==> src/rtl/seg_guard.sv <==
module seg_guard #(
  parameter int AW    = 32,
  parameter int LIMW  = 20,
  parameter int PAGEB = 12
) (
  input  logic          clk,
  input  logic          rst_n,
  input  logic [31:0]   seg_base,
  input  logic [19:0]   seg_limit,
  input  logic          seg_gran,
  input  logic          seg_big,
  input  logic [7:0]    seg_rights,
  input  logic [31:0]   acc_offset,
  input  logic [1:0]    acc_size,
  input  logic [1:0]    acc_kind,
  output logic [31:0]   lin_addr,
  output logic          fault,
  output logic [2:0]    fault_code
);
  localparam int XW = AW + 1;
  localparam logic [2:0] C_NONE = 3'd0, C_ABSENT = 3'd1, C_LIMIT = 3'd2,
                         C_WRITE = 3'd3, C_READ = 3'd4, C_EXEC = 3'd5;

  logic [AW-1:0] eff_lim;
  logic [XW-1:0] last_b, upper;
  logic          is_code, exp_dn, lim_bad, is_wr, is_fx;
  logic [2:0]    code_d;

  assign eff_lim = seg_gran ? {seg_limit, {PAGEB{1'b1}}} : {{(AW-LIMW){1'b0}}, seg_limit};
  assign last_b  = {1'b0, acc_offset} + (XW'(1) << acc_size) - XW'(1);
  assign upper   = seg_big ? {1'b0, {AW{1'b1}}} : XW'(16'hFFFF);
  assign is_code = seg_rights[3];
  assign exp_dn  = !is_code && seg_rights[2];
  assign is_wr   = (acc_kind == 2'd1);
  assign is_fx   = (acc_kind == 2'd2);
  assign lim_bad = exp_dn ? ((acc_offset <= eff_lim) || (last_b > upper))
                          : (last_b > {1'b0, eff_lim});

  always_comb begin
    if (!seg_rights[7])                        code_d = C_ABSENT;
    else if (is_code && is_wr)                 code_d = C_WRITE;
    else if (is_code && !is_fx && !is_wr && !seg_rights[1]) code_d = C_READ;
    else if (!is_code && is_wr && !seg_rights[1]) code_d = C_WRITE;
    else if (!is_code && is_fx)                code_d = C_EXEC;
    else if (lim_bad)                          code_d = C_LIMIT;
    else                                       code_d = C_NONE;
  end

  always_ff @(posedge clk or negedge rst_n) begin
    if (!rst_n) begin
      lin_addr   <= '0;
      fault      <= 1'b0;
      fault_code <= C_NONE;
    end else begin
      lin_addr   <= seg_base + acc_offset;
      fault      <= (code_d != C_NONE);
      fault_code <= code_d;
    end
  end
endmodule

==> config.mk <==
export PLATFORM = sky130hd
export DESIGN_NAME = seg_guard
export DESIGN_NICKNAME = d
export VERILOG_FILES = /design/src/rtl/seg_guard.sv
export SDC_FILE = /design/constraint.sdc
export NUM_CORES = 1
export LEC_CHECK = 0
export BUFFER_PORTS_ARGS = -buffer_cell sky130_fd_sc_hd__buf_2
export CAP_MARGIN = 10
export CORE_UTILIZATION = 30
export CTS_CLUSTER_DIAMETER = 60
export DETAILED_ROUTE_END_ITERATION = 8
export PLACE_DENSITY = 0.52
export RECOVER_POWER = 25
export SETUP_SLACK_MARGIN = 0.2
export SLEW_MARGIN = 20
export SYNTH_ARGS = -nofsm -noshare
export SYNTH_HDL_FRONTEND = slang
export SYNTH_SLANG_ARGS = --single-unit
==> constraint.sdc <==
create_clock -name clk -period 0.8 [get_ports clk]
set_input_delay 0.12 -clock clk [delete_from_list [all_inputs] [get_ports clk]]
set_output_delay 0.12 -clock clk [all_outputs]
set_load 0.03 [all_outputs]
==> out/metrics.csv <==
stage,metric,value,unit
status,status,"finished, violations left",
status,violations,negative setup slack,
global_route,antenna_found_initial,0,
clocking,clk_path_buf_depth,2,
worst_setup_path,crit_path_start_kind,input pin,
synthesis,netlist_area,0.00649,mm2
drt,drtIter0Drc,295,
power,leakage,5.79,nW
die,coreArea,0.0212,mm2
synthesis,synth_seq_cells,36,
worst_setup_path,endpoint,fault_code[1]$_DFF_PN0_,
drt,routed_via_density,4.93,
synthesis,synth_compound_area_share,26.6,%
die,start_util,30.7,%
drt,routed-via-count,7632,
worst_setup_path,required,1.00,ns
worst_setup_path,cpMostUsedCell,buf_4,
drt,drt-total-wl,24000,um
sta,report.final.setup_viol,69,
clocking,tritoncts,done,
sta,worst_pin_slew,0.479,ns
synthesis,yosys.area_share.simple,17.3,%
final_layout,fillers,1936,
synthesis,synth_fa_ha_area_share,28.9,%
synthesis,synth-edff-count,0,
sta,max-slew-margin-rel,67.8,%
worst_setup_path,critPathCaptureType,flop,
clocking,cts-buffers-inserted,5,
final_layout,final_area,0.0116,mm2
sta,tns,-48.65,ns
die,io_pins,136,
global_route,grt_pass1_vias,7470,
synthesis,syn_nets,1045,
synthesis,syn_inst,797,
power,p_per_area,1340,mW/mm2
synthesis,synth_flop_cell,dfrtp_1,
clocking,clk_pin_slew,0.07,ns
final_layout,final_cell_count_no_fill,1547,
worst_setup_path,crit_start,acc_size[0],
final_layout,syn2layout_area_growth,78.2,%
die,die_x,149,um
drt,avgRoutedWirePerCell,15.5,um
placed_design,io_buffers,131,
final_layout,antenna_cells,0,
final_layout,drive_above_1_share,49.1,%
synthesis,async_reset_ff_share,100,%
global_route,grt_usage,21.3,%
sta,maxClockFrequency,245,MHz
sta,post-route-period-util,511,%
job,cap_violations,0,
die,dieArea,0.0222,mm2
synthesis,syn_area_per_cell,8.15,um2
worst_hold_path,hp-class,input pin to flop,
synthesis,synth_cell_type_count,76,
drt,drt_first_pass_iters,5,
worst_setup_path,slowest_delay,0.32,ns
sta,setup_ws,-3.29,ns
clocking,clockRootBuffer,clkbuf_16,
die,die-height,149,um
synthesis,synth_xor_area_share,6.47,%
worst_setup_path,crit_slowest_cell,ha_1,
placed_design,place.gp.congestion,0.882,
worst_setup_path,arrival,4.29,ns
synthesis,synthMuxAreaShare,2.02,%
global_route,overflow,0,
die,rows,53,
global_route,grt_pass1_wl,37400,um
placed_design,dp_cells,1505,
clocking,htree_levels,2,
clocking,cts_sinks,36,
drt,postRouteAntennaNets,0,
final_layout,final_nets,1519,
synthesis,yosysSeqAreaShare,13.9,%
worst_setup_path,critPathMaxFanout,4,
sta,min_period,4.09,ns
placed_design,placed_cell_area,0.0102,mm2
power,vdd_drop_max,0.794,mV
sta,grt_setup_unrepaired,yes,
sta,hold_violations,0,
sta,whs,0.0796,ns
sta,report.final.slew_viol_count,0,
synthesis,ys_warn_count,0,
global_route,grt_start_max_net_pins,37,
worst_setup_path,worstSetupPathType,input pin to flop,
drt,drc,0,
synthesis,synth_top_family_by_area,adder cells,
placed_design,dp_hpwl,19800,um
layout by cell type, fill, tap and decap left out, types with 7 or more instances in the layout:
master / count
buf_4: 311
ha_1: 118
buf_2: 86
buf_6: 72
inv_1: 60
a21oi_1: 50
nor2_1: 48
nand2_1: 43
dfrtp_1: 36
a21o_1: 35
xnor2_1: 29
o21ai_0: 26
ha_4: 26
nand3_1: 21
nand4_1: 21
a21oi_2: 16
o21a_1: 15
nor3_1: 15
mux2i_1: 12
xor2_1: 12
inv_2: 10
o21ai_1: 10
and3_1: 9
o21bai_1: 8
xnor2_2: 7
metrics by stage:
step           setup slack [ns]  utilization (%)  total power [mW]
5_1_grt                   -3.50             54.7              16.6
4_1_cts                   -3.28             53.4              15.1
2_1_floorplan             -3.16                -              7.53
3_3_place_gp              -3.64             48.5              11.4
3_5_place_dp              -3.67             48.5              11.5
6_report                  -3.29             54.7              15.5
worst max-delay path, delay by kind of cell:
kind / cells / cell delay (ns)
buffers and inverters: 5 / 0.67
adder cells (fa/ha/maj): 3 / 0.80
AND/OR/NAND/NOR: 4 / 0.59
XOR/XNOR: 1 / 0.14
AO/OA/AOI/OAI: 12 / 1.96
how the worst min path moves through the flow:
| stage | startpoint | end | slack [ns] | cells past startpoint |
|---|---|---|---|---|
| finish | seg_base[0] | lin_addr[0]$_DFF_PN0_ | 0.08 | 2 |
| floorplan | rst_n | fault$_DFF_PN0_ | -0.18 | 0 |
| detailed placement | rst_n | lin_addr[0]$_DFF_PN0_ | 0.10 | 2 |
| global placement | rst_n | lin_addr[0]$_DFF_PN0_ | 0.09 | 2 |
| global route | seg_base[0] | lin_addr[0]$_DFF_PN0_ | 0.08 | 2 |
| CTS | seg_base[0] | lin_addr[0]$_DFF_PN0_ | 0.08 | 2 |
repair_timing:
item / in CTS / in global routing
gates cloned: 0 / 2
gates resized for setup: 159 / 46
pin swaps: 54 / 46
setup endpoints to repair: 71 / 99
buffers inserted: 20 / 11
hold buffers: 1 / 0
hold endpoints to repair: 36 / 0
cell families (layout without fill, tap and decap cells):
| logic type | count (synthesis) | count (layout) |
|---|---|---|
| AO/OA/AOI/OAI | 250 | 250 |
| XOR/XNOR | 48 | 48 |
| adder cells (fa/ha/maj) | 149 | 149 |
| buffers and inverters | 81 | 556 |
| flip-flops | 36 | 36 |
| multiplexers | 13 | 13 |
| AND/OR/NAND/NOR | 220 | 220 |
cell usage after synthesis, drive strengths merged, types with 6 or more instances:
cell type,instances,area share [%]
a21oi,69,5.4
o21ai,44,3.4
mux2i,12,1.8
and3,11,1.1
xor2,12,1.6
nand2,46,2.7
a211oi,10,1.2
o21a,15,1.7
clkbuf,7,0.40
nor3,18,1.4
a21o,36,4.2
nand4,22,2.4
o21bai,10,1.2
inv,70,4.0
nor4,8,0.87
nand2b,10,0.96
o311ai,6,1.1
or2,6,0.58
nor2b,7,0.67
xnor2,36,4.9
nand3,23,1.8
dfrtp,36,14
a221oi,6,0.91
a31oi,7,1.0
nor2,52,3.0
ha,146,28
registers in the layout (all words and copies together), names as in the netlist:
signal and count:
lin_addr 32, fault_code 3, fault 1
routing by layer:
layer | global-route usage [%] | vias to the layer above | share of wire, %
li1 | - | 3944 | -
met1 | 30.2 | 3514 | 49
met2 | 35.5 | 154 | 46
met3 | 1.35 | 20 | 3.5
met4 | 4.49 | 0 | 1.4
met5 | 0 | - | 0
area by class of cell:
class	instances	area, um2	share of cell area [%]
clock buffer	5	125	1.08
clock inverter	3	42.5	0.368
inverter	70	263	2.27
multi-input combinational	680	6200	53.5
sequential	36	901	7.78
tap	275	344	2.97
timing repair buffer	478	3700	32.0
report_power, final:
| part | internal (mW) | switching, mW |
|---|---|---|
| registers | 2.18 | 0.160 |
| logic | 5.66 | 5.21 |
| clock network | 1.47 | 0.853 |
| total | 9.30 | 6.23 |
Power figures use the tool's default switching activity.
